==> src/rtl/pwm_timer_pkg.sv <==
package pwm_timer_pkg;

  // Strobes passed from the configuration control to the counter datapath
  typedef struct packed {
    logic wrShadow;  // accepted request: capture new load/match into shadow
    logic wrError;   // any request: update the error flag
    logic errVal;    // value for the error flag
  } cfgStrobes_t;

endpackage

==> src/rtl/pwm_cfg_ctrl.sv <==
module pwm_cfg_ctrl
  import pwm_timer_pkg::*;
#(
  parameter int CNT_W = 32
) (
  input  logic             clk,
  input  logic             rstN,
  input  logic             cfgStrobe,
  input  logic [CNT_W-1:0] periodCycles,
  input  logic [CNT_W-1:0] dutyCycles,
  output cfgStrobes_t      cmd,
  output logic [CNT_W-1:0] newLoad,
  output logic [CNT_W-1:0] newMatch,
  output logic             cfgError
);

  localparam logic [CNT_W-1:0] ALL_ONES = '1;
  localparam logic [CNT_W-1:0] ONE      = {{(CNT_W-1){1'b0}}, 1'b1};
  localparam logic [CNT_W-1:0] MIN_PER  = {{(CNT_W-2){1'b0}}, 2'b10};

  logic             periodOk;
  logic [CNT_W-1:0] dutyEff;

  assign periodOk = (periodCycles >= MIN_PER);

  // Clamp the active duration into [1, period-1]
  always_comb begin
    if (dutyCycles == '0)
      dutyEff = ONE;
    else if (dutyCycles >= periodCycles)
      dutyEff = periodCycles - ONE;
    else
      dutyEff = dutyCycles;
  end

  assign newLoad  = (ALL_ONES - periodCycles) + ONE;
  assign newMatch = newLoad + dutyEff - ONE;

  always_comb begin
    cmd.wrShadow = cfgStrobe && periodOk;
    cmd.wrError  = cfgStrobe;
    cmd.errVal   = !periodOk;
  end

  always_ff @(posedge clk or negedge rstN) begin
    if (!rstN)
      cfgError <= 1'b0;
    else if (cmd.wrError)
      cfgError <= cmd.errVal;
  end

  p_reject_r4: assert property (@(posedge clk) disable iff (!rstN)
    (cfgStrobe && periodCycles < MIN_PER) |=> cfgError);

  p_clear_r10: assert property (@(posedge clk) disable iff (!rstN)
    (cfgStrobe && periodCycles >= MIN_PER) |=> !cfgError);

  p_duty_floor_r5: assert property (@(posedge clk) disable iff (!rstN)
    (cfgStrobe && periodOk && dutyCycles == '0) |-> (newMatch == newLoad));

  p_duty_ceil_r6: assert property (@(posedge clk) disable iff (!rstN)
    (cfgStrobe && periodOk && dutyCycles >= periodCycles) |-> (newMatch == ALL_ONES - ONE));

endmodule

==> src/rtl/pwm_counter_dp.sv <==
module pwm_counter_dp
  import pwm_timer_pkg::*;
#(
  parameter int CNT_W = 32
) (
  input  logic             clk,
  input  logic             rstN,
  input  logic             enable,
  input  cfgStrobes_t      cmd,
  input  logic [CNT_W-1:0] newLoad,
  input  logic [CNT_W-1:0] newMatch,
  output logic             pwmOut,
  output logic [CNT_W-1:0] loadValue,
  output logic [CNT_W-1:0] matchValue
);

  localparam logic [CNT_W-1:0] ALL_ONES = '1;
  localparam logic [CNT_W-1:0] ONE      = {{(CNT_W-1){1'b0}}, 1'b1};

  logic [CNT_W-1:0] shadowLoad, shadowMatch;
  logic [CNT_W-1:0] loadApplied, matchApplied;
  logic [CNT_W-1:0] count;
  logic             atTop;
  logic             swap;

  assign atTop = (count == ALL_ONES);
  assign swap  = !enable || atTop;

  always_ff @(posedge clk or negedge rstN) begin
    if (!rstN) begin
      shadowLoad  <= '0;
      shadowMatch <= '0;
    end else if (cmd.wrShadow) begin
      shadowLoad  <= newLoad;
      shadowMatch <= newMatch;
    end
  end

  always_ff @(posedge clk or negedge rstN) begin
    if (!rstN) begin
      loadApplied  <= '0;
      matchApplied <= '0;
    end else if (swap) begin
      loadApplied  <= shadowLoad;
      matchApplied <= shadowMatch;
    end
  end

  always_ff @(posedge clk or negedge rstN) begin
    if (!rstN)
      count <= '0;
    else if (swap)
      count <= shadowLoad;
    else
      count <= count + ONE;
  end

  assign pwmOut     = enable && (count >= loadApplied) && (count <= matchApplied);
  assign loadValue  = loadApplied;
  assign matchValue = matchApplied;

  p_order_r7: assert property (@(posedge clk) disable iff (!rstN)
    (loadApplied <= matchApplied) && (matchApplied != ALL_ONES));

  p_hold_r9: assert property (@(posedge clk) disable iff (!rstN)
    (enable && !atTop) |=> ($stable(loadApplied) && $stable(matchApplied)));

  p_wrap_r8: assert property (@(posedge clk) disable iff (!rstN)
    (enable && atTop) |=> (count == $past(shadowLoad)));

  p_idle_low_r11: assert property (@(posedge clk) disable iff (!rstN)
    !enable |-> !pwmOut);

  p_shadow_hold_r4: assert property (@(posedge clk) disable iff (!rstN)
    !cmd.wrShadow |=> ($stable(shadowLoad) && $stable(shadowMatch)));

endmodule

==> src/rtl/pwm_reload_timer.sv <==
module pwm_reload_timer
  import pwm_timer_pkg::*;
#(
  parameter int CNT_W = 32
) (
  input  logic             clk,
  input  logic             rstN,
  input  logic             enable,
  input  logic             cfgStrobe,
  input  logic [CNT_W-1:0] periodCycles,
  input  logic [CNT_W-1:0] dutyCycles,
  output logic             pwmOut,
  output logic             cfgError,
  output logic [CNT_W-1:0] loadValue,
  output logic [CNT_W-1:0] matchValue
);

  cfgStrobes_t      cmd;
  logic [CNT_W-1:0] newLoad, newMatch;

  pwm_cfg_ctrl #(.CNT_W(CNT_W)) u_ctrl (
    .clk          (clk),
    .rstN         (rstN),
    .cfgStrobe    (cfgStrobe),
    .periodCycles (periodCycles),
    .dutyCycles   (dutyCycles),
    .cmd          (cmd),
    .newLoad      (newLoad),
    .newMatch     (newMatch),
    .cfgError     (cfgError)
  );

  pwm_counter_dp #(.CNT_W(CNT_W)) u_dp (
    .clk        (clk),
    .rstN       (rstN),
    .enable     (enable),
    .cmd        (cmd),
    .newLoad    (newLoad),
    .newMatch   (newMatch),
    .pwmOut     (pwmOut),
    .loadValue  (loadValue),
    .matchValue (matchValue)
  );

endmodule

==> config.mk <==
export PLATFORM = sky130hd
export DESIGN_NAME = pwm_reload_timer
export DESIGN_NICKNAME = d
export VERILOG_FILES = /design/src/rtl/pwm_timer_pkg.sv /design/src/rtl/pwm_cfg_ctrl.sv /design/src/rtl/pwm_counter_dp.sv /design/src/rtl/pwm_reload_timer.sv
export SDC_FILE = /design/constraint.sdc
export NUM_CORES = 1
export LEC_CHECK = 0
export ABC_AREA = 1
export BUFFER_PORTS_ARGS = -buffer_cell sky130_fd_sc_hd__buf_2
export CORE_MARGIN = 8
export CORE_UTILIZATION = 60
export DETAILED_ROUTE_END_ITERATION = 8
export HOLD_SLACK_MARGIN = 0.06
export PLACE_DENSITY = 0.81
export SLEW_MARGIN = 20
export SYNTH_ARGS = -nofsm -noshare
export SYNTH_HDL_FRONTEND = slang
export SYNTH_SLANG_ARGS = --single-unit
export TNS_END_PERCENT = 1
==> constraint.sdc <==
create_clock -name clk -period 3.6 [get_ports clk]
set_input_delay 0.36 -clock clk [delete_from_list [all_inputs] [get_ports clk]]
set_output_delay 0.36 -clock clk [all_outputs]
set_load 0.1 [all_outputs]
== After elaboration in Yosys (flattened, before gate mapping) ==
Index checks and enable logic that the tools add are counted.
Word-level totals
  flip-flop bits (word level): 161
  output and inout port bits: 66
  logic and storage cells: 27
  input bits: 68
Operators by class
  add/sub/neg operators: 6
  $lt $le $gt $ge: 4
  equal/unequal tests: 1
  reductions and logical operators: 7
  mux-type cells: 3
Operator list (number)
  32-bit two-way mux: 3
  32-bit by 1-bit adder with 32-bit output (second input constant): 2
  32-bit >= comparator: 2
  32-bit by 1-bit subtractor with 32-bit output (second input constant): 2
  32-bit adder: 1
  32-bit == test (second input constant): 1
  32-bit by 2-bit >= comparator with 1-bit output (second input constant): 1
  32-bit <= comparator: 1
  32-bit logical NOT: 1
  32-bit subtractor (first input constant): 1
  1-bit logical AND: 3
  1-bit logical NOT: 2
  1-bit logical OR: 1

== Depth between registers and ports, before layout ==
  depth after elaboration: 5
  depth in mapped cells: 33
  gate-level depth less buffers: 32

== Hierarchy ==
From an unflattened synthesis, not the netlist that was laid out.
Second synthesis, totals
  cell total of the unflattened synthesis: 1668
  area total of the unflattened synthesis: 12868.6 um2
Modules (own cells, without submodules)
  pwm_counter_dp: area each 8289.2 um2, cells an instance 869, sequential area each 4003.8 um2, instances 1
  pwm_cfg_ctrl: area each 4579.4 um2, cells an instance 799, sequential area each 25.0 um2, instances 1

== Worst setup path after synthesis ==
OpenSTA, ideal clock, no wires.
  kind: input to register
  start: input periodCycles[19]
  end: register u_dp.shadowMatch[27]
  library setup time: 117 ps
  data required time: 3483 ps
  setup slack: -201 ps
  buffers on the path: 2
  stages on the path: 24
  arrival: 3683 ps
  cell sequence: inv_1 -> ha_1 -> a21o_1 -> o21ai_0 -> nand2_1 -> a21oi_1 -> nand2_1 -> buf_4 -> buf_2 -> a21oi_1 -> o21ai_0 -> ha_1 -> inv_1 -> ha_1 -> fa_1 -> nand3_1 -> nand2_1 -> a21oi_1 -> o21bai_1 -> nand4_1 -> nand2_1 -> or2_2 -> nand3_1 -> nand2_1
On the way
  word-level cells in the longest chain between the ends: 5
  elaborated cells on any way between the ends: 10
  those cells by class: add/sub: 5; order compare: 2; mux: 2; reduce/logical: 1
RTL lines
  start: declaration: line pwm_reload_timer.sv:10  | input logic [CNT_W-1:0] periodCycles,
  parallel branches: the longest is 5 deep, another holds 32-bit subtractor
  end signal: assignment: line pwm_counter_dp.sv:35  | shadowMatch <= newMatch;
  end: declaration: line pwm_counter_dp.sv:20  | logic [CNT_W-1:0] shadowLoad, shadowMatch;
Several ways; the timed one is not identified.
A chain may end at the register's enable or synchronous reset.

== Final worst setup path ==
  start: input periodCycles[21]
  end: register u_dp.shadowMatch[25]
Same word-level chain as after synthesis.

==> impl_metrics.py <==
metrics = {
    "outcome": {
        "status": "complete, but fails checks",
        "violations": "negative setup slack",
    },
    "logic_synthesis": {
        "synth_warnings": 0,
        "yosys-top-cells-count": "408 x nand2_1, 264 x inv_1, 161 x dfrtp_1, 160 x ha_1, 129 x nor2_1",
        "yosysUniqueCellTypes": 48,
        "synth.net_count": 1931,
        "syn_inst": 1702,
        "synth_area_um2": 12600,
        "yosysTopAreaCellShare_pct": 31.9,
        "synth_edf_count": 0,
        "ys_async_sr_fraction_pct": 100,
        "synth.most_common_cell": "nand2_1",
        "synth_flop_cell": "dfrtp_1",
        "synth_area_leader_cell": "dfrtp_1",
        "ys_seq_elements": 161,
        "synth_area_leaders": "dfrtp_1 32%, ha_1 16%, nand2_1 12%",
        "synth_seq_area_share_pct": 31.9,
        "syn_avg_cell_area_um2": 7.41,
    },
    "route": {
        "dr_total_vias": 13200,
        "wire_per_inst_um": 17.6,
        "drc": 0,
        "drt_iter0_markers": 1027,
        "wl_um": 41800,
        "ant_nets": 0,
        "drt_pass1_iterations": 5,
        "vias_per_cell": 5.55,
    },
    "sta": {
        "tightest_slew_ns": 0.654,
        "min_period_ns": 3.60,
        "finalSetupTns_ns": -0.000724,
        "hold_viol": 0,
        "fin_crit_sh_pct": 100,
        "finalSetupViolations": 1,
        "slew_viol_final": 0,
        "clock-skew-final_ns": 0.0144,
        "max_freq_mhz": 278,
        "rsz0062_at_grt": "true",
        "maxSlewHeadroom_pct": 56.4,
        "setup_ws_ns": -0.000724,
    },
    "worst_setup_path": {
        "required_ns": 3.93,
        "critPathLaunchType": "input port",
        "reg2reg_slack_ns": 0.94,
        "crit_fanout": 6,
        "critPathSlowestCell": "ha_1",
        "crit_type": "input port to flip-flop",
        "arrival_ns": 3.93,
        "critPathCaptureType": "flip-flop",
        "crit_path_frequent_cell": "nand2_1",
        "critPathMaxStageDelay_ns": 0.33,
    },
    "floorplanning": {
        "start_util_pct": 60.6,
        "coreArea_um2": 20800,
        "rows": 53,
        "chipWidth_um": 161,
        "die_height_um": 161,
        "die_area_um2": 25900,
        "pin_count": 134,
    },
    "grt": {
        "antenna_found_initial": 0,
        "grt_overflow": 0,
        "grt_pass1_vias": 12900,
        "grt_pass1_wl_um": 64000,
        "globalRouteTotalUtil_pct": 30.3,
        "grt_start_max_net_pins": 93,
    },
    "finish": {
        "syn_to_final_growth_pct": 34.1,
        "nFillCells": 1367,
        "n_antenna_cell": 0,
        "layout-drive-gt1-share_pct": 29.3,
        "final_cells": 2376,
        "fin_util_pct": 81.3,
        "nets": 2318,
    },
    "placed_design": {
        "dp_cells": 2333,
        "hpwl_um": 31200,
        "gp_congestion": 0.965,
        "io_buffers": 133,
    },
    "cts": {
        "insertion_delay_ns": 0.43,
        "numCtsBuffers": 17,
        "cts.sinks": 161,
        "htreeDepth": 4,
        "clockBufferDepth": 2,
        "cts.clk_slew.worst_paths_ns": 0.07,
        "cts_tree": "done",
        "cts_root_buf": "clkbuf_16",
    },
    "pwr": {
        "p_per_area_nw_per_um2": 554,
        "vdd_ir_drop_max_v": 0.000427,
        "p_leak_uw": 0.00865,
    },
    "worst_hold_path": {
        "hold_class": "input port to flip-flop",
    },
    "job": {
        "maxCapViolCount": 0,
    },
}
[per-layer routing]
layer / share of wire, % / GRT usage, %
met4: 3.8 / 12.0
met2: 47 / 50.0
met5: 0 / 0
met1: 42 / 39.1
met3: 7.3 / 4.96
[sequential cells by signal, indices dropped and copies added, names as in the netlist]
name	count
u_dp.shadowLoad	32
u_dp.matchValue	32
u_dp.loadValue	32
u_dp.count	32
u_dp.shadowMatch	32
u_ctrl.cfgError	1
[cell usage in the layout (no fill, tap or decap), types with 29 or more instances in the layout]
master,instances
ha_4,34
a21oi_1,59
dfrtp_1,161
nor2_1,112
a21oi_2,29
inv_1,249
xor2_1,35
nand2_1,389
nand3_1,53
buf_2,132
o21ai_0,85
o21ai_1,90
buf_4,262
ha_1,124
[area by class of cell]
cell class / count / area [µm²] / share of cell area, %
clock buffer: 20 / 467 / 2.76
clock inverter: 11 / 153 / 0.902
inverter: 270 / 1010 / 5.99
multi-input combinational: 1234 / 8120 / 48.0
sequential: 161 / 4030 / 23.8
tap: 275 / 344 / 2.03
timing repair buffer: 405 / 2790 / 16.5
[metrics by stage]
step	hold slack [ns]	worst slack, ns	power (µW)	area, µm²
3_3_place_gp	0.402	-0.637	6770	15400
5_1_grt	0.274	-0.277	9860	16900
6_report	0.254	-0.000724	9380	16900
3_5_place_dp	0.410	-0.723	6890	15400
4_1_cts	0.246	-0.0476	8900	16100
2_1_floorplan	0.0644	-0.113	5460	12600
[final timing paths]
path	depth (start not counted)	to	from
worst min register to register	2	u_dp.shadowMatch[2]$_DFFE_PN0P_	u_dp.shadowMatch[2]$_DFFE_PN0P_
worst max register to register	11	u_dp.loadValue[4]$_DFFE_PN0P_	u_dp.count[0]$_DFF_PN0_
worst max-delay path	27	u_dp.shadowMatch[25]$_DFFE_PN0P_	periodCycles[21]
min in group asynchronous	2	u_dp.shadowLoad[0]$_DFFE_PN0P_	rstN
max in group asynchronous	3	u_dp.matchValue[28]$_DFFE_PN0P_	rstN
worst min-delay path	3	u_ctrl.cfgError$_DFFE_PN0P_	cfgStrobe
[kinds of logic (layout without fill, tap and decap cells)]
family	count (synthesis)	in the layout	synth area share, %
simple gates	693	693	23.9
compound gates	320	320	13.7
buf+inv	307	706	10.2
fa+ha+maj	161	161	16.0
flops	161	161	31.9
xor+xnor	60	60	4.33
[critical path: cells and delay by family]
family | cells | cell delay, ns
AO/OA/AOI/OAI | 2 | 0.38
adder cells (fa/ha/maj) | 3 | 0.93
buffers and inverters | 6 | 0.61
AND/OR/NAND/NOR | 16 | 1.66
[power by group]
part | switching (µW) | internal, µW | total, µW | leakage (µW)
Clock | 763 | 1150 | 1910 | 0.000295
Sequential | 296 | 2200 | 2490 | 0.00199
Combinational | 3280 | 1700 | 4980 | 0.00637
[repair_timing]
action                                 4_1_cts  5_1_grt
endpoints found under the hold margin       69        0
gates resized for setup                     21      158
gates cloned                                 1        2
setup endpoints to repair                   18       22
hold buffers                                 1        0
buffers inserted                             2        7
pin swaps                                    7       48
No activity file was read; power rests on OpenSTA's default activity.
